`src/rtl/cfg_xlat_pkg.sv`:
```
package cfg_xlat_pkg;

  typedef enum logic [1:0] {
    ST_OK     = 2'd0,
    ST_INVAL  = 2'd1,
    ST_BUSERR = 2'd2
  } rsp_status_e;

  typedef enum logic [2:0] {
    S_IDLE,
    S_DEC,
    S_RD,
    S_WR,
    S_RSP
  } xlat_state_e;

endpackage

```
`src/rtl/cfg_addr_gen.sv`:
```
module cfg_addr_gen #(
  parameter int BUS_W     = 8,
  parameter int DEV_W     = 5,
  parameter int FN_W      = 3,
  parameter int OFF_W     = 8,
  parameter int LEN_W     = 3,
  parameter int ADDR_W    = 32,
  parameter int SLOT_MAX  = 16,
  parameter int IDSEL_LSB = 16,
  parameter logic [ADDR_W-1:0] WIN_MASK = 32'hFC00_0000,
  parameter logic [ADDR_W-1:0] CFG_BASE = 32'h0C00_0000,
  parameter logic [ADDR_W-1:0] WIN_T0   = 32'h0000_0002,
  parameter logic [ADDR_W-1:0] WIN_T1   = 32'h0000_0003
) (
  input  logic [BUS_W-1:0]  bus_i,
  input  logic [DEV_W-1:0]  dev_i,
  input  logic [FN_W-1:0]   fn_i,
  input  logic [OFF_W-1:0]  off_i,
  input  logic [LEN_W-1:0]  len_i,
  input  logic              single_slot_i,
  output logic              valid_o,
  output logic [ADDR_W-1:0] win_o,
  output logic [ADDR_W-1:0] addr_o
);

  localparam int BUS_LSB = 16;
  localparam int DEV_LSB = 11;
  localparam int FN_LSB  = 8;
  localparam logic [DEV_W-1:0] SLOT_LIM = DEV_W'(SLOT_MAX);
  localparam logic [ADDR_W-1:0] IDSEL_FIELD =
    ((ADDR_W'(1) << SLOT_MAX) - ADDR_W'(1)) << IDSEL_LSB;

  logic              type0;
  logic              len_ok;
  logic              dev_ok;
  logic              slot_ok;
  logic [ADDR_W-1:0] idsel;
  logic [ADDR_W-1:0] route;
  logic [ADDR_W-1:0] lowpart;

  always_comb begin
    type0   = (bus_i == '0);
    len_ok  = (len_i == LEN_W'(1)) || (len_i == LEN_W'(2)) || (len_i == LEN_W'(4));
    dev_ok  = !type0 || (dev_i < SLOT_LIM);
    slot_ok = !single_slot_i || (dev_i <= DEV_W'(1));
    valid_o = len_ok && dev_ok && slot_ok;

    idsel = '0;
    if (dev_i < SLOT_LIM) idsel = ADDR_W'(1) << (IDSEL_LSB + 32'(dev_i));

    if (type0) route = idsel & ~WIN_MASK;
    else       route = (ADDR_W'(bus_i) << BUS_LSB) | (ADDR_W'(dev_i) << DEV_LSB);

    lowpart = (ADDR_W'(fn_i) << FN_LSB) | ADDR_W'({off_i[OFF_W-1:2], 2'b00});
    win_o   = type0 ? (WIN_T0 | (idsel & WIN_MASK)) : WIN_T1;
    addr_o  = valid_o ? (CFG_BASE | route | lowpart) : '0;
  end

  // the device select lands exactly once, in the window or in the address
  always_comb begin
    if (valid_o && type0) begin
      a_r1_idsel_once: assert ($countones(win_o & WIN_MASK) +
                               $countones(addr_o & IDSEL_FIELD & ~WIN_MASK) == 1);
    end
  end

endmodule

```
`src/rtl/cfg_lane_unit.sv`:
```
module cfg_lane_unit #(
  parameter int DATA_W = 32,
  parameter int LEN_W  = 3
) (
  input  logic [DATA_W-1:0] word_i,
  input  logic [1:0]        byte_i,
  input  logic [LEN_W-1:0]  len_i,
  input  logic [DATA_W-1:0] wdata_i,
  output logic [DATA_W-1:0] rd_o,
  output logic [DATA_W-1:0] merged_o
);

  localparam int SH_W = $clog2(DATA_W);

  logic [SH_W-1:0]   sh;
  logic [DATA_W-1:0] lane;

  always_comb begin
    sh = SH_W'({byte_i, 3'b000});
    case (len_i)
      LEN_W'(1): lane = DATA_W'(8'hFF);
      LEN_W'(2): lane = DATA_W'(16'hFFFF);
      default:   lane = '1;
    endcase
    rd_o = (word_i >> sh) & lane;
    if (len_i == LEN_W'(4)) merged_o = wdata_i;
    else merged_o = (word_i & ~(lane << sh)) | ((wdata_i & lane) << sh);
  end

endmodule

```
`src/rtl/cfg_xlat.sv`:
```
module cfg_xlat
  import cfg_xlat_pkg::*;
#(
  parameter int BUS_W     = 8,
  parameter int DEV_W     = 5,
  parameter int FN_W      = 3,
  parameter int OFF_W     = 8,
  parameter int LEN_W     = 3,
  parameter int DATA_W    = 32,
  parameter int ADDR_W    = 32,
  parameter int SLOT_MAX  = 16,
  parameter int IDSEL_LSB = 16,
  parameter logic [ADDR_W-1:0] WIN_MASK = 32'hFC00_0000,
  parameter logic [ADDR_W-1:0] CFG_BASE = 32'h0C00_0000,
  parameter logic [ADDR_W-1:0] WIN_T0   = 32'h0000_0002,
  parameter logic [ADDR_W-1:0] WIN_T1   = 32'h0000_0003
) (
  input  logic              clk_i,
  input  logic              rst_n_i,
  input  logic              single_slot_i,
  input  logic              req_valid_i,
  output logic              req_ready_o,
  input  logic              req_we_i,
  input  logic [BUS_W-1:0]  req_bus_i,
  input  logic [DEV_W-1:0]  req_dev_i,
  input  logic [FN_W-1:0]   req_fn_i,
  input  logic [OFF_W-1:0]  req_off_i,
  input  logic [LEN_W-1:0]  req_len_i,
  input  logic [DATA_W-1:0] req_wdata_i,
  output logic              rsp_valid_o,
  input  logic              rsp_ready_i,
  output logic [1:0]        rsp_status_o,
  output logic [DATA_W-1:0] rsp_rdata_o,
  output logic              be_req_o,
  output logic              be_we_o,
  output logic [ADDR_W-1:0] be_addr_o,
  output logic [ADDR_W-1:0] be_win_o,
  output logic [DATA_W-1:0] be_wdata_o,
  input  logic              be_ack_i,
  input  logic              be_err_i,
  input  logic [DATA_W-1:0] be_rdata_i
);

  // reset: asserted asynchronously, released on a clock edge
  logic [1:0] rst_sync_q;
  logic       rst_n;

  always_ff @(posedge clk_i or negedge rst_n_i) begin
    if (!rst_n_i) rst_sync_q <= 2'b00;
    else          rst_sync_q <= {rst_sync_q[0], 1'b1};
  end
  assign rst_n = rst_sync_q[1];

  xlat_state_e       st_q, st_d;
  rsp_status_e       sts_q, sts_d;
  logic [DATA_W-1:0] rdat_q, rdat_d;
  logic [DATA_W-1:0] wword_q, wword_d;

  logic              r_we;
  logic [BUS_W-1:0]  r_bus;
  logic [DEV_W-1:0]  r_dev;
  logic [FN_W-1:0]   r_fn;
  logic [OFF_W-1:0]  r_off;
  logic [LEN_W-1:0]  r_len;
  logic [DATA_W-1:0] r_wdata;
  logic              r_slot;

  logic              accept;
  logic              req_ok;
  logic [ADDR_W-1:0] gen_win;
  logic [ADDR_W-1:0] gen_addr;
  logic [DATA_W-1:0] lane_rd;
  logic [DATA_W-1:0] lane_merged;

  assign accept = req_valid_i && (st_q == S_IDLE);

  cfg_addr_gen #(
    .BUS_W(BUS_W), .DEV_W(DEV_W), .FN_W(FN_W), .OFF_W(OFF_W), .LEN_W(LEN_W),
    .ADDR_W(ADDR_W), .SLOT_MAX(SLOT_MAX), .IDSEL_LSB(IDSEL_LSB),
    .WIN_MASK(WIN_MASK), .CFG_BASE(CFG_BASE), .WIN_T0(WIN_T0), .WIN_T1(WIN_T1)
  ) u_addr (
    .bus_i(r_bus), .dev_i(r_dev), .fn_i(r_fn), .off_i(r_off), .len_i(r_len),
    .single_slot_i(r_slot), .valid_o(req_ok), .win_o(gen_win), .addr_o(gen_addr)
  );

  cfg_lane_unit #(.DATA_W(DATA_W), .LEN_W(LEN_W)) u_lane (
    .word_i(be_rdata_i), .byte_i(r_off[1:0]), .len_i(r_len), .wdata_i(r_wdata),
    .rd_o(lane_rd), .merged_o(lane_merged)
  );

  // next state
  always_comb begin
    st_d    = st_q;
    sts_d   = sts_q;
    rdat_d  = rdat_q;
    wword_d = wword_q;
    case (st_q)
      S_IDLE: if (req_valid_i) st_d = S_DEC;
      S_DEC: begin
        if (!req_ok) begin
          sts_d  = ST_INVAL;
          rdat_d = '0;
          st_d   = S_RSP;
        end else if (r_we && (r_len == LEN_W'(4))) begin
          wword_d = r_wdata;
          st_d    = S_WR;
        end else begin
          st_d = S_RD;
        end
      end
      S_RD: if (be_ack_i) begin
        if (be_err_i) begin
          sts_d  = ST_BUSERR;
          rdat_d = r_we ? '0 : '1;
          st_d   = S_RSP;
        end else if (!r_we) begin
          sts_d  = ST_OK;
          rdat_d = lane_rd;
          st_d   = S_RSP;
        end else begin
          wword_d = lane_merged;
          st_d    = S_WR;
        end
      end
      S_WR: if (be_ack_i) begin
        sts_d  = be_err_i ? ST_BUSERR : ST_OK;
        rdat_d = '0;
        st_d   = S_RSP;
      end
      S_RSP: if (rsp_ready_i) st_d = S_IDLE;
      default: st_d = S_IDLE;
    endcase
  end

  // registers
  always_ff @(posedge clk_i or negedge rst_n) begin
    if (!rst_n) st_q <= S_IDLE;
    else        st_q <= st_d;
  end

  always_ff @(posedge clk_i) begin
    sts_q   <= sts_d;
    rdat_q  <= rdat_d;
    wword_q <= wword_d;
    if (accept) begin
      r_we    <= req_we_i;
      r_bus   <= req_bus_i;
      r_dev   <= req_dev_i;
      r_fn    <= req_fn_i;
      r_off   <= req_off_i;
      r_len   <= req_len_i;
      r_wdata <= req_wdata_i;
      r_slot  <= single_slot_i;
    end
  end

  assign req_ready_o  = (st_q == S_IDLE);
  assign rsp_valid_o  = (st_q == S_RSP);
  assign rsp_status_o = sts_q;
  assign rsp_rdata_o  = rdat_q;
  assign be_req_o     = (st_q == S_RD) || (st_q == S_WR);
  assign be_we_o      = (st_q == S_WR);
  assign be_addr_o    = gen_addr;
  assign be_win_o     = gen_win;
  assign be_wdata_o   = wword_q;

  // a pending response blocks new requests
  a_r11_one_at_a_time: assert property (@(posedge clk_i) disable iff (!rst_n)
    rsp_valid_o |-> !req_ready_o);

  // the response holds until it is taken
  a_r11_rsp_hold: assert property (@(posedge clk_i) disable iff (!rst_n)
    rsp_valid_o && !rsp_ready_i |=> rsp_valid_o && $stable(rsp_rdata_o) && $stable(rsp_status_o));

  // word-aligned backend addresses
  a_r4_aligned: assert property (@(posedge clk_i) disable iff (!rst_n)
    be_req_o |-> be_addr_o[1:0] == 2'b00);

  // a partial write is always preceded by an acknowledged read of the same word
  a_r8_rmw_order: assert property (@(posedge clk_i) disable iff (!rst_n)
    $rose(be_we_o) && (r_len != LEN_W'(4)) |->
      $past(be_req_o && !be_we_o && be_ack_i) && $stable(be_addr_o));

  // a failed read returns all ones
  a_r10_err_ones: assert property (@(posedge clk_i) disable iff (!rst_n)
    rsp_valid_o && (rsp_status_o == ST_BUSERR) && !r_we |-> rsp_rdata_o == '1);

  // backend request held with a steady address until acknowledged
  a_r3_be_hold: assert property (@(posedge clk_i) disable iff (!rst_n)
    be_req_o && !be_ack_i |=> be_req_o && $stable(be_addr_o) && $stable(be_win_o) && $stable(be_we_o));

endmodule

```
`config.mk`:
```
export PLATFORM = sky130hd
export DESIGN_NAME = cfg_xlat
export DESIGN_NICKNAME = d
export VERILOG_FILES = /design/src/rtl/cfg_xlat_pkg.sv /design/src/rtl/cfg_addr_gen.sv /design/src/rtl/cfg_lane_unit.sv /design/src/rtl/cfg_xlat.sv
export SDC_FILE = /design/constraint.sdc
export NUM_CORES = 1
export LEC_CHECK = 0
export ABC_AREA = 1
export BUFFER_PORTS_ARGS = -buffer_cell sky130_fd_sc_hd__buf_2
export CAP_MARGIN = 20
export CELL_PAD_IN_SITES_DETAIL_PLACEMENT = 0
export CELL_PAD_IN_SITES_GLOBAL_PLACEMENT = 2
export CORE_AREA = 2 2 194 139
export CTS_CLUSTER_DIAMETER = 60
export DETAILED_ROUTE_END_ITERATION = 6
export DIE_AREA = 0 0 196 141
export PLACE_DENSITY_LB_ADDON = 0.1
export SYNTH_ARGS = -nofsm -noshare
export SYNTH_HDL_FRONTEND = slang
export SYNTH_HIERARCHICAL = 1
export SYNTH_SLANG_ARGS = --single-unit
export TNS_END_PERCENT = 10
```
`constraint.sdc`:
```
create_clock -name clk_i -period 3.88 [get_ports clk_i]
set_input_delay 0.776 -clock clk_i [delete_from_list [all_inputs] [get_ports clk_i]]
set_output_delay 0.776 -clock clk_i [all_outputs]
set_load 0.02 [all_outputs]
```
==> run_results.csv, run 1 <==
group,metric,value,unit
outcome,run_status,"completed",
floorplanning,die_area,27600,um^2
logic_synthesis,post_syn_instances,936,
critical_path,timing.reg2reg.worst_path_depth,7,
grt,first_global_vias,6411,
critical_path,worstSetupEndpointType,"output pin",
detailed_routing,route.detailed.wl_per_inst,17.6,um
critical_path,worstPathMaxFanout,19,
floorplanning,boundary_pins,233,
sta,timing_hold_violations_final,0,
detailed_routing,postRouteWirelength,25800,um
logic_synthesis,ys_seq_area_share,51.6,%
sta,final_min_period_over_clock_period,75.1,%
cts,cts_tree,"built",
floorplanning,core-area,26000,um^2
detailed_routing,drc_errors,0,
logic_synthesis,ys_warn_count,6,
grt,maximum_number_of_pins_on_one_net_before_global_route_repair,65,
final_layout,final_nets,1219,
cts,clkSinkCount,132,
detailed_routing,detailedRoute.firstIterationViolations,605,
detailed_routing,number_of_antenna_violating_nets_in_the_routed_design,0,
final_layout,antennaDiodeCount,0,
cts,holdBufCountCts,0,
logic_synthesis,synth_edf_count,127,
sta,timing_max_transition_violations_final,0,
final_layout,share_of_the_core_filled_with_cells_in_the_final_layout,35.7,%
placement,dp_hpwl,19000,um
run,max_cap_violations,0,
sta,min_period,2.92,ns
grt,groute.usage.overall,19.0,%
detailed_routing,routed_via_density,4.57,
floorplanning,die_x,196,um
cts,clock_tree_buf_depth,2,
logic_synthesis,post-synth-top-count-cell,"sky130_fd_sc_hd__nand2_1",
placement,io_buffer_count,201,
logic_synthesis,synth_cell_types,33,
detailed_routing,dr.pass1.iters,5,
grt,grt_pass1_wl,39100,um
grt,grt_util_met3,3.71,%
cts,cts-htree-levels,4,
cts,clock_tree.root_cell,"sky130_fd_sc_hd__clkbuf_16",
critical_path,crit_type,"reg2out",
cts,post_cts_setup_buffers,0,
logic_synthesis,synth.top_cells.by_count,"sky130_fd_sc_hd__nand2_1, sky130_fd_sc_hd__edfxtp_1, sky130_fd_sc_hd__nor2_1",
sta,max_freq,0.343,GHz
logic_synthesis,yosys.area.top_type_share,49.9,%
logic_synthesis,synthTopCellsByArea,"sky130_fd_sc_hd__edfxtp_1, sky130_fd_sc_hd__nand2_1, sky130_fd_sc_hd__nor2_1",
critical_path,r2r-end,"be_wdata_o[26]",
critical_path,timing.reg2reg.setup_slack,1.37,ns
critical_path,worstReg2RegStart,"r_len[0]",
final_layout,ratio_of_cells_with_drive_above_1_in_the_final_layout,24.0,%
grt,number_of_antenna_violations_at_the_first_check_in_global_routing,0,
sta,setup-tns-final,0,ns
pwr,p_leak,4.55,nW
final_layout,final.fill_count,2805,
critical_path,worst-endpoint-arrival,2.14,ns
floorplanning,starting_utilization_of_the_core_area,29.4,%
logic_synthesis,mappedNetlistArea,7640,um^2
grt,met1_usage,30.0,%
sta,finalClockSkew,0.0113,ns
sta,slew_headroom,44.5,%
final_layout,synthToLayoutAreaGrowth,21.7,%
placement,place.detailed.instances,1438,
sta,grt_setup_unrepaired,"false",
critical_path,worst_setup_path_start_kind,"register",
placement,gp_routability_congestion,0.803,
logic_synthesis,ys_seq_elements,132,
sta,setup-violations-final,0,
floorplanning,placement_rows,50,
detailed_routing,vias,6705,
pwr,worst_ir_drop_on_vdd,0.000310,V
logic_synthesis,netlist.top_cell.by_area,"sky130_fd_sc_hd__edfxtp_1",
cts,clk_transition_reported_paths,0.05,ns
floorplanning,vertical_die_dimension,141,um
logic_synthesis,post_syn_area_per_cell,8.16,um^2
logic_synthesis,async_reset_ff_share,3.79,%
critical_path,worstPathRequired,3.10,ns
sta,timing_worst_slew_pin_value,0.832,ns
pwr,cellPowerDensity,631,nW/um^2
worst_hold_path,min_path_type,"reg2async",
cts,number_of_buffers_added_by_the_clock_tree_synthesis_step,17,
logic_synthesis,ys.flop_type,"sky130_fd_sc_hd__edfxtp_1",
final_layout,layout.cells.non_filler,1467,
cts,ctsResizeCount,0,
grt,grt_remaining_overflow,0,
cts,clock_insertion_delay_worst_skew,0.43,ns
grt,globalRoute.busiestLayer,"met1",
grt,groute.layer.met2.usage,26.0,%
-- critical path, stage by stage, from the launching register on --
cell	delay, ns
sky130_fd_sc_hd__edfxtp_1	0.37
sky130_fd_sc_hd__nor2_1	0.16
sky130_fd_sc_hd__nand2_1	0.11
sky130_fd_sc_hd__nor2_4	0.37
sky130_fd_sc_hd__nand2_1	0.09
sky130_fd_sc_hd__nand2_1	0.10
sky130_fd_sc_hd__buf_4	0.24
sky130_fd_sc_hd__nor2_1	0.10
sky130_fd_sc_hd__buf_2	0.17
-- layer usage --
layer	up-vias	part of all wire [%]
li1	3312	-
met1	3140	53
met2	239	40
met3	14	6.3
met4	0	0.88
met5	-	0
-- report_power, final --
part           total, mW  switching (mW)  internal (mW)  leakage [nW]
clock               1.50           0.595          0.910         0.257
sequential          2.23           0.205           2.03          1.25
combinational       2.12            1.52          0.599          3.04
total               5.86            2.32           3.54          4.55
-- state kept, by name (all words and copies together), names as in the netlist --
name,cells
rsp_status_o,2
r_fn,3
be_wdata_o,32
r_wdata,32
r_dev,5
r_len,3
rsp_rdata_o,32
rst_sync_q,2
st_q,3
r_slot,1
r_bus,8
r_off,8
r_we,1
-- cell type report --
type	instances	area, um^2	share of cell area (%)
clock buffers	17	425	4.58
repair buffers	212	1120	12.1
flip-flops and latches	132	3940	42.4
multi-input cells	673	2970	32.0
inverters	84	315	3.39
clock inverters	11	96.3	1.04
well taps	338	423	4.55
-- logic make-up (layout without fill, tap and decap cells) --
kind of cell / count (synthesis) / count (layout) / synth area share [%]
flip-flops: 132 / 132 / 51.6
multiplexers: 7 / 7 / 0.917
buffers and inverters: 160 / 324 / 11.2
AO/OA/AOI/OAI: 66 / 66 / 4.70
AND/OR/NAND/NOR: 568 / 568 / 31.5
other: 3 / 32 / 0.147
-- stage by stage --
| step | hold slack, ns | instance area (um^2) | worst slack [ns] | total power, mW |
|---|---|---|---|---|
| floorplan | 0.0265 | 7750 | 0.0518 | 3.73 |
| global placement | 0.0428 | 8720 | 1.14 | 4.40 |
| detailed placement | 0.0371 | 8750 | 1.38 | 4.39 |
| CTS | 0.0466 | 9270 | 0.941 | 5.92 |
| global route | 0.0594 | 9290 | 0.778 | 6.25 |
| finish | 0.0398 | 9290 | 0.965 | 5.86 |
-- layout by cell type (no fill, tap or decap), drive strengths merged, types with 9 or more instances in the layout --
cell / synthesis / layout
a21oi: 34 / 34
nor3: 24 / 24
nand2: 336 / 336
buf: 69 / 212
edfxtp: 127 / 127
nor2: 122 / 122
o21ai: 22 / 22
clkbuf: 7 / 17
nand3: 74 / 74
conb: 3 / 32
clkinv: 0 / 9
inv: 84 / 84
-- how the worst max path moves through the flow --
| stage | from | to | depth (start not counted) |
|---|---|---|---|
| after floorplan | req_valid_i | r_bus[0] | 2 |
| after global placement | r_len[0] | be_wdata_o[30] | 7 |
| after detailed placement | r_len[0] | be_wdata_o[26] | 7 |
| after CTS | r_bus[6] | be_addr_o[24] | 8 |
| after global routing | r_bus[6] | be_addr_o[24] | 8 |
| final | r_bus[6] | be_addr_o[24] | 8 |
Power figures use the tool's default switching activity.
==> run 2: changes to the inputs <==
- CORE_AREA: 2 2 194 139 -> 2 2 197 141
- DIE_AREA: 0 0 196 141 -> 0 0 199 143
- clock period: 3.88 -> 2.8 ns (I/O delays scaled with it)
==> run 2 against run 1 <==
  * Core utilization increased by 0.22 points
  * Largest cell class unchanged
  * Highest routed layer unchanged
  * Non-clock buffer count up 12
  * First-iteration DRC count shrank 23%
==> run_results.csv, run 2 (synthesized netlist as in run 1, its figures left out) <==
group,metric,value,unit
sta,finalClockSkew,0.0126,ns
worst_hold_path,min_path_type,"reg2async",
cts,clock_tree_buf_depth,2,
sta,timing_worst_slew_pin_value,0.752,ns
run,max_cap_violations,0,
placement,postPlaceCellArea,8900,um^2
placement,dp_hpwl,20000,um
cts,clock_tree.root_cell,"sky130_fd_sc_hd__clkbuf_16",
cts,ctsResizeCount,0,
detailed_routing,routed_via_density,4.43,
floorplanning,die_area,28500,um^2
sta,setup-violations-final,0,
floorplanning,placement_rows,50,
sta,slew_headroom,49.8,%
final_layout,most-common-layout-cells,"sky130_fd_sc_hd__nand2_1, sky130_fd_sc_hd__buf_2, sky130_fd_sc_hd__edfxtp_1, sky130_fd_sc_hd__nor2_1, sky130_fd_sc_hd__inv_1",
floorplanning,vertical_die_dimension,143,um
final_layout,layout.cells.non_filler,1510,
cts,clock_insertion_delay_worst_skew,0.44,ns
sta,timing_max_transition_violations_final,0,
cts,number_of_buffers_added_by_the_clock_tree_synthesis_step,17,
critical_path,timing.reg2reg.worst_path_depth,8,
grt,grt_remaining_overflow,0,
pwr,cellPowerDensity,886,nW/um^2
sta,max_freq,0.384,GHz
final_layout,final_design_area_no_fill,9510,um^2
floorplanning,core-area,26500,um^2
sta,setup-tns-final,0,ns
floorplanning,starting_utilization_of_the_core_area,28.9,%
sta,timing_hold_violations_final,0,
cts,clk_transition_reported_paths,0.06,ns
detailed_routing,route.detailed.wl_per_inst,17.3,um
detailed_routing,dr.pass1.iters,5,
sta,min_period,2.60,ns
final_layout,layout_commonest_cell,"sky130_fd_sc_hd__nand2_1",
sta,layout_setup_ws,0.198,ns
critical_path,worstPathMaxFanout,19,
critical_path,worstSetupEndpointType,"output pin",
final_layout,ratio_of_cells_with_drive_above_1_in_the_final_layout,25.4,%
floorplanning,die_x,199,um
floorplanning,boundary_pins,233,
final_layout,synthToLayoutAreaGrowth,24.5,%
cts,cts-htree-levels,4,
critical_path,worstReg2RegStart,"r_off[0]",
cts,clkSinkCount,132,
detailed_routing,vias,6683,
critical_path,worst-endpoint-arrival,2.04,ns
grt,grt_pass1_wl,39200,um
sta,final_min_period_over_clock_period,92.9,%
detailed_routing,drc_errors,0,
placement,gp_routability_congestion,0.854,
placement,pre_cts_slack,0.632,ns
pwr,worst_ir_drop_on_vdd,0.000437,V
critical_path,worst_setup_path_start_kind,"register",
grt,first_global_vias,6554,
detailed_routing,detailedRoute.firstIterationViolations,466,
final_layout,final_nets,1231,
detailed_routing,number_of_antenna_violating_nets_in_the_routed_design,0,
critical_path,crit_type,"reg2out",
detailed_routing,postRouteWirelength,26100,um
critical_path,timing.reg2reg.setup_slack,0.63,ns
grt,maximum_number_of_pins_on_one_net_before_global_route_repair,43,
placement,io_buffer_count,201,
placement,place.detailed.instances,1476,
critical_path,worstPathRequired,2.24,ns
cts,cts_tree,"built",
pwr,p_leak,4.62,nW
grt,number_of_antenna_violations_at_the_first_check_in_global_routing,1,
sta,grt_setup_unrepaired,"false",
critical_path,r2r-end,"rsp_rdata_o[3]",
outcome,run_status,"completed",
grt,groute.usage.overall,18.7,%
run 2: cell count changes in the layout (fill, tap and decap cells not counted), sizes merged:
cell / change
clkbuf: +1
diode: +1
clkinv: -4
bufinv: +1
buf: +11
dlygate4sd3: +1
clkinvlp: +6
run 2: final cells by class:
| class | count | area [um^2] |
|---|---|---|
| clock inverter | 14 | 163 |
| tap | 364 | 455 |
| timing repair buffer | 224 | 1230 |
| fill | 2873 | 17000 |
| antenna | 1 | 2.50 |
| multi-input combinational | 673 | 2970 |
| clock buffer | 18 | 429 |
| inverter | 84 | 315 |
| sequential | 132 | 3940 |
run 2: critical path, stage by stage (launching register included):
cell and delay [ns]:
sky130_fd_sc_hd__edfxtp_1 0.57, sky130_fd_sc_hd__o21ai_0 0.23, sky130_fd_sc_hd__nand3_1 0.11, sky130_fd_sc_hd__nor2_1 0.10, sky130_fd_sc_hd__nand2_1 0.07, sky130_fd_sc_hd__buf_4 0.20, sky130_fd_sc_hd__nor2_1 0.14, sky130_fd_sc_hd__buf_2 0.18
run 2: worst max-delay path by stage:
stage	startpoint	endpoint	slack [ns]	depth (start not counted)
global route	r_len[0]	be_addr_o[17]	0.007	7
detailed placement	r_len[2]	be_wdata_o[7]	0.63	8
finish	r_len[0]	be_addr_o[21]	0.20	7
global placement	r_len[1]	rsp_rdata_o[18]	0.68	9
floorplan	r_len[0]	be_wdata_o[0]	-0.47	8
CTS	r_len[0]	be_addr_o[22]	0.16	7
run 2: metal layers:
layer | global-route usage, % | share of wire, % | vias up
met3 | 4.72 | 7.2 | 16
met1 | 28.9 | 52 | 3106
met4 | 4.28 | 0.82 | 0
li1 | - | - | 3347
met2 | 25.7 | 40 | 214
met5 | 0 | 0 | -
run 2: power breakdown:
part,internal [mW],total (mW),switching (mW)
Sequential,2.80,3.11,0.303
Clock,1.39,2.29,0.899
Combinational,0.907,3.03,2.12
run 2: what timing repair did:
item | 4_1_cts | 5_1_grt
setup endpoints to repair | 0 | 0
hold buffers | 1 | 0
hold endpoints to repair | 2 | 0
buffers inserted | 0 | 0
run 2: stage by stage:
step | total power [mW] | hold WS, ns | utilization [%]
2_1_floorplan | 5.16 | 0.0265 | -
3_3_place_gp | 6.20 | 0.0567 | 33.7
3_5_place_dp | 6.19 | 0.0565 | 33.7
4_1_cts | 8.54 | 0.0679 | 35.9
5_1_grt | 8.97 | 0.0737 | 35.9
6_report | 8.42 | 0.0585 | 35.9
==> run 3: changes to the inputs <==
- BUFFER_PORTS_ARGS: -buffer_cell sky130_fd_sc_hd__buf_2 -> -buffer_cell sky130_fd_sc_hd__clkbuf_2
- TNS_END_PERCENT: 10 -> 30
==> run 3 against run 2 <==
  * Fmax hardly changed
  * Die area stayed put
  * Critical path depth unchanged
  * Core utilization hardly changed
  * Largest power group unchanged
  * Clock-buffer cell count is the same
  * Non-clock buffer count shrank 3
  * Design area down 0.12%
  * Clock skew is 0.0037 ns lower
==> run_results.csv, run 3 (synthesized netlist as in run 1, its figures left out) <==
group,metric,value,unit
placement,io_buffer_count,201,
sta,finalClockSkew,0.00894,ns
cts,ctsResizeCount,0,
sta,timing_max_transition_violations_final,0,
floorplanning,vertical_die_dimension,143,um
grt,grt_remaining_overflow,0,
placement,gp_routability_congestion,0.870,
final_layout,most-common-layout-cells,"sky130_fd_sc_hd__nand2_1, sky130_fd_sc_hd__clkbuf_2, sky130_fd_sc_hd__edfxtp_1, sky130_fd_sc_hd__nor2_1, sky130_fd_sc_hd__inv_1",
critical_path,worstPathMaxFanout,10,
run,max_cap_violations,0,
sta,layout_setup_ws,0.200,ns
floorplanning,starting_utilization_of_the_core_area,28.9,%
final_layout,ratio_of_cells_with_drive_above_1_in_the_final_layout,25.1,%
pwr,worst_ir_drop_on_vdd,0.000365,V
critical_path,worstReg2RegStart,"r_len[1]",
pwr,p_leak,4.63,nW
floorplanning,die_x,199,um
final_layout,final.fill_count,2843,
outcome,run_status,"completed",
pwr,cellPowerDensity,883,nW/um^2
pwr,finalPower,8.38,mW
cts,post_cts_setup_buffers,0,
final_layout,layout_commonest_cell,"sky130_fd_sc_hd__nand2_1",
detailed_routing,route.detailed.wl_per_inst,16.9,um
worst_hold_path,min_path_type,"reg2async",
cts,clk_transition_reported_paths,0.06,ns
cts,number_of_buffers_added_by_the_clock_tree_synthesis_step,17,
grt,grt_pass1_wl,37900,um
detailed_routing,vias,6671,
detailed_routing,number_of_antenna_violating_nets_in_the_routed_design,0,
sta,max_freq,0.385,GHz
cts,clkSinkCount,132,
grt,groute.usage.overall,18.1,%
cts,cts_tree,"built",
critical_path,timing.reg2reg.worst_path_depth,9,
floorplanning,die_area,28500,um^2
final_layout,multi_input_comb_area,2970,um^2
critical_path,worst-endpoint-arrival,2.04,ns
final_layout,ff_latch_area,3940,um^2
sta,setup-violations-final,0,
critical_path,worst_path_largest_cell_delay,0.39,ns
critical_path,timing.reg2reg.setup_slack,0.63,ns
sta,slew_headroom,50.3,%
sta,grt_setup_unrepaired,"false",
critical_path,worstPathRequired,2.24,ns
critical_path,worst_setup_path_start_kind,"register",
grt,first_global_vias,6283,
critical_path,crit_path_frequent_cell,"sky130_fd_sc_hd__nor2_1",
final_layout,synthToLayoutAreaGrowth,24.3,%
critical_path,slowest_stage,"sky130_fd_sc_hd__edfxtp_1",
final_layout,final_nets,1228,
sta,timing_worst_slew_pin_value,0.744,ns
sta,min_period,2.60,ns
cts,clock_tree_buf_depth,2,
cts,clock_tree.root_cell,"sky130_fd_sc_hd__clkbuf_16",
detailed_routing,routed_via_density,4.43,
cts,clock_insertion_delay_worst_skew,0.43,ns
sta,timing_hold_violations_final,0,
detailed_routing,drc_errors,0,
sta,final_min_period_over_clock_period,92.9,%
placement,dp_hpwl,19400,um
cts,cts-htree-levels,4,
critical_path,crit_type,"reg2out",
floorplanning,core-area,26500,um^2
detailed_routing,postRouteWirelength,25500,um
critical_path,r2r-end,"rsp_rdata_o[22]",
grt,number_of_antenna_violations_at_the_first_check_in_global_routing,1,
floorplanning,placement_rows,50,
floorplanning,boundary_pins,233,
sta,hold-worst-slack,0.0593,ns
grt,maximum_number_of_pins_on_one_net_before_global_route_repair,65,
cts,holdBufCountCts,1,
detailed_routing,dr.pass1.iters,7,
detailed_routing,detailedRoute.firstIterationViolations,390,
critical_path,worstSetupEndpointType,"output pin",
final_layout,share_of_the_core_filled_with_cells_in_the_final_layout,35.9,%
critical_path,crit_chain,"nor2_1 -> nand2_1 -> nor2_4 -> buf_4 -> nand3_1 -> nor2_1 -> clkbuf_2",
placement,pre_cts_slack,0.662,ns
## run 3: cell count changes in the layout (fill, tap and decap cells not counted)
cell                         previous run  this run
sky130_fd_sc_hd__buf_12                 4         5
sky130_fd_sc_hd__buf_2                201         0
sky130_fd_sc_hd__buf_4                 18        14
sky130_fd_sc_hd__clkbuf_2               0       201
sky130_fd_sc_hd__clkinv_1               1         2
sky130_fd_sc_hd__clkinv_4               1         2
sky130_fd_sc_hd__clkinvlp_4             6         3
sky130_fd_sc_hd__inv_6                  0         1
## run 3: critical path, delay by kind of cell (launching register included)
family | cells | cell delay, ns
buffers and inverters | 2 | 0.40
flip-flops | 1 | 0.39
AND/OR/NAND/NOR | 5 | 0.82
## run 3: metal layers
| metal | global-route usage, % | up-vias | wire, um |
|---|---|---|---|
| met5 | 0 | - | 0 |
| met3 | 4.58 | 17 | 1620 |
| met4 | 4.56 | 0 | 247 |
| met1 | 28.4 | 3099 | 13600 |
| li1 | - | 3338 | - |
| met2 | 24.2 | 217 | 10000 |
## run 3: metrics by stage
| stage | setup TNS [ns] | instance area, um^2 | std cells |
|---|---|---|---|
| detailed placement | 0 | 8890 | 1473 |
| floorplan | -28.33 | 7750 | 965 |
| CTS | 0 | 9500 | 1506 |
| global placement | 0 | 8890 | 1473 |
| global route | 0 | 9500 | 1506 |
| finish | 0 | 9500 | 1507 |
## run 3: area by class of cell
class                           count  area share, %
Antenna cell                        1         0.0263
Clock buffer                       18           4.52
Clock inverter                     14           1.70
Inverter                           84           3.32
Multi-Input combinational cell    673           31.3
Sequential cell                   132           41.5
Tap cell                          364           4.80
Timing Repair Buffer              221           12.9
## run 3: worst max path at each step
stage                   from               to  slack [ns]
detailed placement  r_len[0]    be_addr_o[17]        0.66
CTS                 r_len[0]    be_addr_o[17]        0.19
floorplan           r_len[0]    be_wdata_o[0]       -0.47
global route        r_bus[6]     be_win_o[31]        0.04
global placement    r_len[1]  rsp_rdata_o[22]        0.69
finish              r_bus[6]     be_win_o[31]        0.20
## run 3: report_power, final
group	internal, mW	switching [mW]
combinational	0.894	2.12
clock	1.39	0.880
sequential	2.80	0.298
total	5.09	3.29
